==> config.mk <==
export PLATFORM = sky130hd
export DESIGN_NAME = exc_entry_seq
export DESIGN_NICKNAME = d
export VERILOG_FILES = /design/src/rtl/exc_entry_seq.sv
export SDC_FILE = /design/constraint.sdc
export NUM_CORES = 1
export LEC_CHECK = 0
export ABC_AREA = 0
export BUFFER_PORTS_ARGS = -buffer_cell sky130_fd_sc_hd__buf_2
export CORE_ASPECT_RATIO = 1.5
export CORE_UTILIZATION = 44
export DETAILED_ROUTE_END_ITERATION = 8
export PLACE_DENSITY_LB_ADDON = 0.12
export SLEW_MARGIN = 20
export SYNTH_ARGS = -nofsm -noshare
export SYNTH_HDL_FRONTEND = slang
export SYNTH_SLANG_ARGS = --single-unit
==> constraint.sdc <==
create_clock -name clk -period 4.3 [get_ports clk]
set_input_delay 0.43 -clock clk [delete_from_list [all_inputs] [get_ports clk]]
set_output_delay 0.43 -clock clk [all_outputs]
set_load 0.03 [all_outputs]
==> src/rtl/exc_entry_seq.sv <==
module exc_entry_seq #(
  parameter int XLEN   = 32,
  parameter int CODE_W = 12,
  parameter int LVL_W  = 4,
  parameter logic [XLEN-1:0] RESET_PC = 32'hA000_0000,
  parameter logic [XLEN-1:0] SR_INIT  = 32'h7000_00F0
) (
  input  logic              clk,
  input  logic              rst_n,
  input  logic              exc_valid,
  input  logic [CODE_W-1:0] exc_code,
  input  logic              irq_req,
  input  logic [CODE_W-1:0] irq_code,
  input  logic [LVL_W-1:0]  irq_level,
  input  logic              sleeping,
  input  logic              in_delay_slot,
  input  logic [XLEN-1:0]   pc_in,
  input  logic [XLEN-1:0]   r15_in,
  input  logic [XLEN-1:0]   vbr_in,
  input  logic              sr_wr,
  input  logic [XLEN-1:0]   sr_wdata,
  output logic              taken,
  output logic [XLEN-1:0]   target_pc,
  output logic              clear_delay,
  output logic              wake,
  output logic [XLEN-1:0]   sr_q,
  output logic [XLEN-1:0]   ssr_q,
  output logic [XLEN-1:0]   spc_q,
  output logic [XLEN-1:0]   sgr_q,
  output logic [CODE_W-1:0] expevt_q,
  output logic [CODE_W-1:0] intevt_q
);
  localparam int BL_BIT = 28;
  localparam int RB_BIT = 29;
  localparam int MD_BIT = 30;
  localparam int FD_BIT = 15;
  localparam int IM_LO  = 4;
  localparam int IM_HI  = IM_LO + LVL_W - 1;

  localparam logic [CODE_W-1:0] C_RESET  = CODE_W'(12'h000);
  localparam logic [CODE_W-1:0] C_RESET2 = CODE_W'(12'h020);
  localparam logic [CODE_W-1:0] C_MULTI  = CODE_W'(12'h140);
  localparam logic [CODE_W-1:0] C_MISS_R = CODE_W'(12'h040);
  localparam logic [CODE_W-1:0] C_MISS_W = CODE_W'(12'h060);
  localparam logic [CODE_W-1:0] C_TRAP   = CODE_W'(12'h160);
  localparam logic [CODE_W-1:0] C_BYPASS = CODE_W'(12'h1E0);

  localparam logic [XLEN-1:0] OFF_GEN  = XLEN'(32'h100);
  localparam logic [XLEN-1:0] OFF_MISS = XLEN'(32'h400);
  localparam logic [XLEN-1:0] OFF_IRQ  = XLEN'(32'h600);
  localparam logic [XLEN-1:0] STEP     = XLEN'(2);

  logic              blocked;
  logic [CODE_W-1:0] code_eff;
  logic              irq_ok, take;
  logic              is_rst, is_miss, is_trap;
  logic [XLEN-1:0]   spc_calc, sr_entry, pc_calc;

  assign blocked  = sr_q[BL_BIT];
  assign code_eff = (blocked && exc_code != C_BYPASS) ? C_RESET : exc_code;
  assign irq_ok   = irq_req && !exc_valid && (!blocked || sleeping)
                    && (irq_level > sr_q[IM_HI:IM_LO]);
  assign take     = exc_valid || irq_ok;

  assign is_rst  = (code_eff == C_RESET) || (code_eff == C_RESET2) || (code_eff == C_MULTI);
  assign is_miss = (code_eff == C_MISS_R) || (code_eff == C_MISS_W);
  assign is_trap = exc_valid && (code_eff == C_TRAP);

  assign spc_calc = pc_in - (in_delay_slot ? STEP : '0) + (is_trap ? STEP : '0);

  always_comb begin
    sr_entry = sr_q;
    sr_entry[BL_BIT] = 1'b1;
    sr_entry[RB_BIT] = 1'b1;
    sr_entry[MD_BIT] = 1'b1;
    if (exc_valid && is_rst) begin
      sr_entry[FD_BIT] = 1'b0;
      sr_entry[IM_HI:IM_LO] = '1;
    end
  end

  always_comb begin
    if (!exc_valid)   pc_calc = vbr_in + OFF_IRQ;
    else if (is_rst)  pc_calc = RESET_PC;
    else if (is_miss) pc_calc = vbr_in + OFF_MISS;
    else              pc_calc = vbr_in + OFF_GEN;
  end

  always_ff @(posedge clk or negedge rst_n) begin
    if (!rst_n) begin
      sr_q        <= SR_INIT;
      ssr_q       <= '0;
      spc_q       <= '0;
      sgr_q       <= '0;
      expevt_q    <= '0;
      intevt_q    <= '0;
      taken       <= 1'b0;
      target_pc   <= '0;
      clear_delay <= 1'b0;
      wake        <= 1'b0;
    end else begin
      taken       <= take;
      clear_delay <= take && in_delay_slot;
      wake        <= take && sleeping;
      if (take) begin
        target_pc <= pc_calc;
        ssr_q     <= sr_q;
        spc_q     <= spc_calc;
        sgr_q     <= r15_in;
        sr_q      <= sr_entry;
        if (exc_valid) expevt_q <= code_eff;
        else           intevt_q <= irq_code;
      end else if (sr_wr) begin
        sr_q <= sr_wdata;
      end
    end
  end

  a_r1_exc_wins: assert property (@(posedge clk) disable iff (!rst_n)
    (exc_valid && irq_req) |=> ($stable(intevt_q) && taken));

  a_r4_level_mask: assert property (@(posedge clk) disable iff (!rst_n)
    (irq_req && !exc_valid && irq_level <= sr_q[IM_HI:IM_LO]) |=> !taken);

  a_r5_context: assert property (@(posedge clk) disable iff (!rst_n)
    take |=> (ssr_q == $past(sr_q) && sgr_q == $past(r15_in)
              && sr_q[BL_BIT] && sr_q[RB_BIT] && sr_q[MD_BIT]));

  a_r7_reset_class: assert property (@(posedge clk) disable iff (!rst_n)
    (taken && target_pc == RESET_PC) |-> (sr_q[IM_HI:IM_LO] == '1 && !sr_q[FD_BIT]));

  a_r13_idle: assert property (@(posedge clk) disable iff (!rst_n)
    (!exc_valid && !irq_req && !sr_wr) |=> (!taken && $stable(sr_q) && $stable(spc_q)
                                            && $stable(expevt_q) && $stable(intevt_q)));

  a_r6_delay_pulse: assert property (@(posedge clk) disable iff (!rst_n)
    clear_delay |-> taken);
endmodule

Word level (Yosys, flattened, before mapping)
Cells that the tools add are included.
{"block": "word_totals", "regBits": 187, "output_inout_bits": 187, "wordCells": 58}
{"block": "classes", "addsub": 5, "n_lt_le_gt_ge": 1, "n_eq_ne": 7, "muxes": 10, "bitwise": 2, "reduce_logical": 21}
{"operator": "32-bit 2-to-1 mux", "count": 3}
{"operator": "32-bit by 11-bit adder with 32-bit output (second input constant)", "count": 2}
{"operator": "31-bit 2-to-1 mux", "count": 2}
{"operator": "32-bit by 2-bit adder with 32-bit output", "count": 1}
{"operator": "32-bit by 9-bit adder with 32-bit output (second input constant)", "count": 1}
{"operator": "32-bit by 2-bit subtractor with 32-bit output", "count": 1}
{"operator": "12-bit by 7-bit == test with 1-bit output (second input constant)", "count": 2}
{"operator": "12-bit by 9-bit == test with 1-bit output (second input constant)", "count": 2}
{"operator": "12-bit by 6-bit == test with 1-bit output (second input constant)", "count": 1}
{"operator": "12-bit zero test", "count": 1}
{"operator": "12-bit 2-to-1 mux", "count": 1}
{"operator": "12-bit by 9-bit inequality test with 1-bit output (second input constant)", "count": 1}
{"operator": "1-bit logical AND", "count": 8}
{"operator": "2-bit AND reduction", "count": 4}
{"operator": "1-bit logical OR", "count": 5}
{"operator": "4-bit greater-than comparator", "count": 1}
{"operator": "2-bit 2-to-1 mux", "count": 2}
{"operator": "4-bit 2-to-1 mux", "count": 1}
{"operator": "1-bit zero test", "count": 2}
{"operator": "2-bit by 1-bit inequality test with 1-bit output (second input constant)", "count": 1}
{"operator": "1-bit NOT", "count": 2}
{"operator": "2-bit nonzero test", "count": 1}
{"operator": "1-bit 2-to-1 mux", "count": 1}

Logic depth before layout (Yosys ltp)
{"block": "logic_depth", "word_depth": 9, "mapped_depth": 16}

Least setup slack after synthesis
OpenSTA, ideal clock, no wires.
{"block": "synth_path", "kind": "in2reg", "from": "input exc_code[0]", "to": "register spc_q[31]", "arrival_time_ps": 3807, "path_slack_ps": 356, "path_stages": 14, "cell_sequence": "nor4_4 > a41o_1 > buf_4 > nand2_1 > or3_1 > fa_1 > fa_1 > nor2b_1 > o2111ai_1 > a2111oi_1 > a211oi_2 > a31o_2 > xnor2_1 > a21oi_1"}
{"block": "synth_via", "elab_chain_len": 7}
{"item": "start, declared", "line_no": "11", "source": "input logic [CODE_W-1:0] exc_code,"}
{"item": "12-bit by 9-bit inequality test with 1-bit output", "line_no": "60", "source": "assign code_eff = (blocked && exc_code != C_BYPASS) ? C_RESET : exc_code;"}
{"item": "1-bit logical AND", "line_no": "60"}
{"item": "12-bit 2-to-1 mux *", "line_no": "60"}
{"item": "12-bit by 9-bit == test with 1-bit output *", "line_no": "67", "source": "assign is_trap = exc_valid && (code_eff == C_TRAP);"}
{"item": "1-bit logical AND *", "line_no": "67"}
{"item": "2-bit 2-to-1 mux *", "line_no": "69", "source": "assign spc_calc = pc_in - (in_delay_slot ? STEP : '0) + (is_trap ? STEP : '0);"}
{"item": "32-bit by 2-bit adder with 32-bit output *", "line_no": "69"}
{"item": "end signal, assigned", "line_no": "108", "source": "spc_q <= spc_calc;"}
{"item": "end, declared", "line_no": "28", "source": "output logic [XLEN-1:0] spc_q,"}
Mark *: on every way between the ends. The rest lies on a longest branch, timed or not.
A chain may end at the register's enable or synchronous reset.

Worst setup path in the final report
{"block": "layout_path", "from": "input exc_code[4]", "to": "register spc_q[27]"}
Same word-level chain as after synthesis.

==> flow_metrics.tcl <==
set metrics [dict create \
    synthArstFlopShare_pct 100.0 \
    fmax_ghz 0.2613 \
    path_cells "buf_2 -> nor4_4 -> a41o_1 -> nand2_1 -> or3_1 -> fa_1 -> fa_1 -> nor2b_1 -> o2111ai_1 -> a2111oi_1 -> a211oi_2 -> a21boi_1 -> nor4_1 -> a311oi_1" \
    cts_tree "yes" \
    critical-path-max-stage-delay_ns 0.52 \
    wl_per_cell_um 16.95 \
    layout-drive-gt1-share_pct 30.98 \
    nNetsFinal 1678 \
    die_h_um 188.7 \
    pre_cts_ws_ns 0.01878 \
    setup_violations 0 \
    grt_pass1_vias 9248 \
    r2r_end "spc_q[27]" \
    worstMarginPinSlew_ns 0.8417 \
    finClkSkew_ns 0.01412 \
    cap_violations 0 \
    die_x_um 126.4 \
    clkSinkCount 187 \
    synthCells 1147 \
    synth_area_um2 10220 \
    dieArea_um2 23860 \
    gp_congestion 0.8860 \
    ys.flop_type "dfrtp_1" \
    cts_root_buf "clkbuf_16" \
    drt_first_iter_violations 448 \
    critical_path.most_common_cell "fa_1" \
    timing.final.ws_setup_ns 0.4735 \
    yosysTopAreaCellShare_pct 44.07 \
    holdBufCountCts 0 \
    grt_overflow 0 \
    worstSkewPairLatency_ns 0.45 \
    grt_max_degree 104 \
    post-place-cells 1732 \
    synth.distinct_cells 75 \
    crit_required_ns 4.64 \
    ys_seq_elements 187 \
    critical-path-top-delay-family "compound AO/OA/AOI/OAI gates" \
    viasPerCell 5.290 \
    yosysMostFrequentCell "nand2_1" \
    synthTopCellsByArea "dfrtp_1, nand2_1, ha_1, a21oi_1, mux2_2" \
    fp-row-count 67 \
    grt_pass1_wl_um 47560 \
    core-area_um2 22550 \
    status "finished, final reports clean" \
    rsz0062_at_grt "no" \
    r2r_start "sr_q[28]" \
    htreeDepth 4 \
    cts_buffers 17 \
    path_clk_slew_ns 0.07 \
    startpoint_type "input pin" \
    vdd_drop_max_v 0.0002720 \
    period_minus_slack_ns 3.827 \
    rr_worst_depth 13 \
    slew_headroom_pct 43.89 \
    drt_first_pass_iters 5 \
    hpwl_um 22310 \
    min-delay-path-class "in -> async" \
    ys_seq_area_share_pct 45.87 \
    crit_buf_inv 1 \
    synth_nets 1350 \
    synth_top_area_cell "dfrtp_1" \
    stdcell_count 1765 \
    critPathMaxFanout 5 \
    critical-path-slowest-cell "a2111oi_1" \
    synth_warnings 0 \
    totalWireLength_um 29920 \
    synth_top_cells_by_count "nand2_1, dfrtp_1, a21oi_1, nor2_1, inv_1" \
    syn_to_final_growth_pct 25.24 \
    slew_viol_final 0 \
    num_vias 9337 \
    ioPinCount 350 \
    clockBufferDepth 2 \
    post_cts_resized 0 \
    port_buffers 349 \
    antenna_found_initial 1 \
    tns_ns 0 \
    hold_viol 0 \
    synth_edf_count 0 \
    reg2reg_slack_ns 0.50 \
    synth.avg_cell_area_um2 8.911 \
    fillers 2142 \
    cts_setup_buffers 0 \
    crit_path_end_kind "flip-flop" \
    drc 0 \
    fin_crit_sh_pct 88.99 \
    worstSetupPathType "in -> reg" \
    ant_nets 0 \
    p_leak_nw 6.573 \
    grt_use_total_pct 25.59 \
    start_util_pct 45.33 \
    cp.arrival_ns 4.16 \
    p_per_area_nw_per_um2 420.4 \
]
==> power breakdown <==
part / leakage, nW / internal, mW / total, mW / switching [mW]
Sequential: 2.26 / 2.03 / 2.18 / 0.149
Clock: 0.260 / 0.783 / 1.50 / 0.719
Combinational: 4.05 / 0.547 / 1.70 / 1.15
==> metrics by stage <==
stage	power (mW)	utilization, %	instance area [um2]	hold slack, ns
after floorplan	3.317	-	10220	0.1344
after global placement	3.902	54.33	12250	0.4436
after detailed placement	3.925	54.33	12250	0.4498
after CTS	5.452	56.76	12800	0.07516
after global routing	5.661	56.77	12800	0.1154
final	5.381	56.77	12800	0.04283
==> placed cells by master, fill, tap and decap left out, drive strengths merged, types with 11 or more instances in the layout <==
cell type,netlist,layout
xnor2,20,20
o21a,12,12
nor3,17,17
ha,38,38
nand2,263,263
a21o,15,15
nor2,73,73
clkbuf,36,23
a21oi,86,86
o21ai,61,61
mux2,39,39
xor2,16,16
buf,23,367
nand3,19,19
inv,71,76
a211oi,11,11
o22a,12,12
dfrtp,180,180
==> per-layer routing <==
metal / vias to the layer above / GRT usage [%] / share of wire [%]
li1: 4602 / - / -
met1: 4384 / 28.67 / 39
met2: 293 / 45.75 / 52
met3: 58 / 6.246 / 5.7
met4: 0 / 11.08 / 3.1
met5: - / 0 / 0
==> logic make-up (layout without fill, tap and decap cells) <==
logic type / after synthesis / after routing / share of synthesized area [%]
AND/OR/NAND/NOR: 445 / 445 / 19.42
AO/OA/AOI/OAI: 267 / 267 / 16.84
flip-flops: 187 / 187 / 45.87
buffers and inverters: 130 / 471 / 5.117
multiplexers: 42 / 42 / 4.627
adder cells (fa/ha/maj): 40 / 40 / 5.044
XOR/XNOR: 36 / 36 / 3.085
other: 0 / 1 / 0
==> flip-flops by register name (all words and copies together), names as in the netlist <==
register,count
target_pc,32
expevt_q,12
taken,1
sgr_q,32
wake,1
sr_q,32
spc_q,32
clear_delay,1
ssr_q,32
intevt_q,12
==> area by class of cell <==
cell class	count	area (um2)	share of cell area, %
Multi-Input combinational cell	830	5026	39.26
Sequential cell	187	4688	36.62
Timing Repair Buffer	368	1923	15.02
Clock buffer	22	464.2	3.626
Tap cell	276	345.3	2.698
Inverter	71	269.0	2.101
Clock inverter	10	82.58	0.6451
Antenna cell	1	2.502	0.01955
==> worst max path at each step <==
stage / cells after the start / end / startpoint / slack [ns]
2_1_floorplan: 14 / spc_q[31] / exc_code[0] / 0.36
3_3_place_gp: 14 / spc_q[31] / exc_code[4] / 0.09
3_5_place_dp: 14 / spc_q[27] / exc_code[4] / 0.02
4_1_cts: 14 / spc_q[27] / exc_code[4] / 0.48
5_1_grt: 14 / spc_q[27] / exc_code[4] / 0.17
6_report: 14 / spc_q[27] / exc_code[4] / 0.47
No activity file was read; power rests on OpenSTA's default activity.
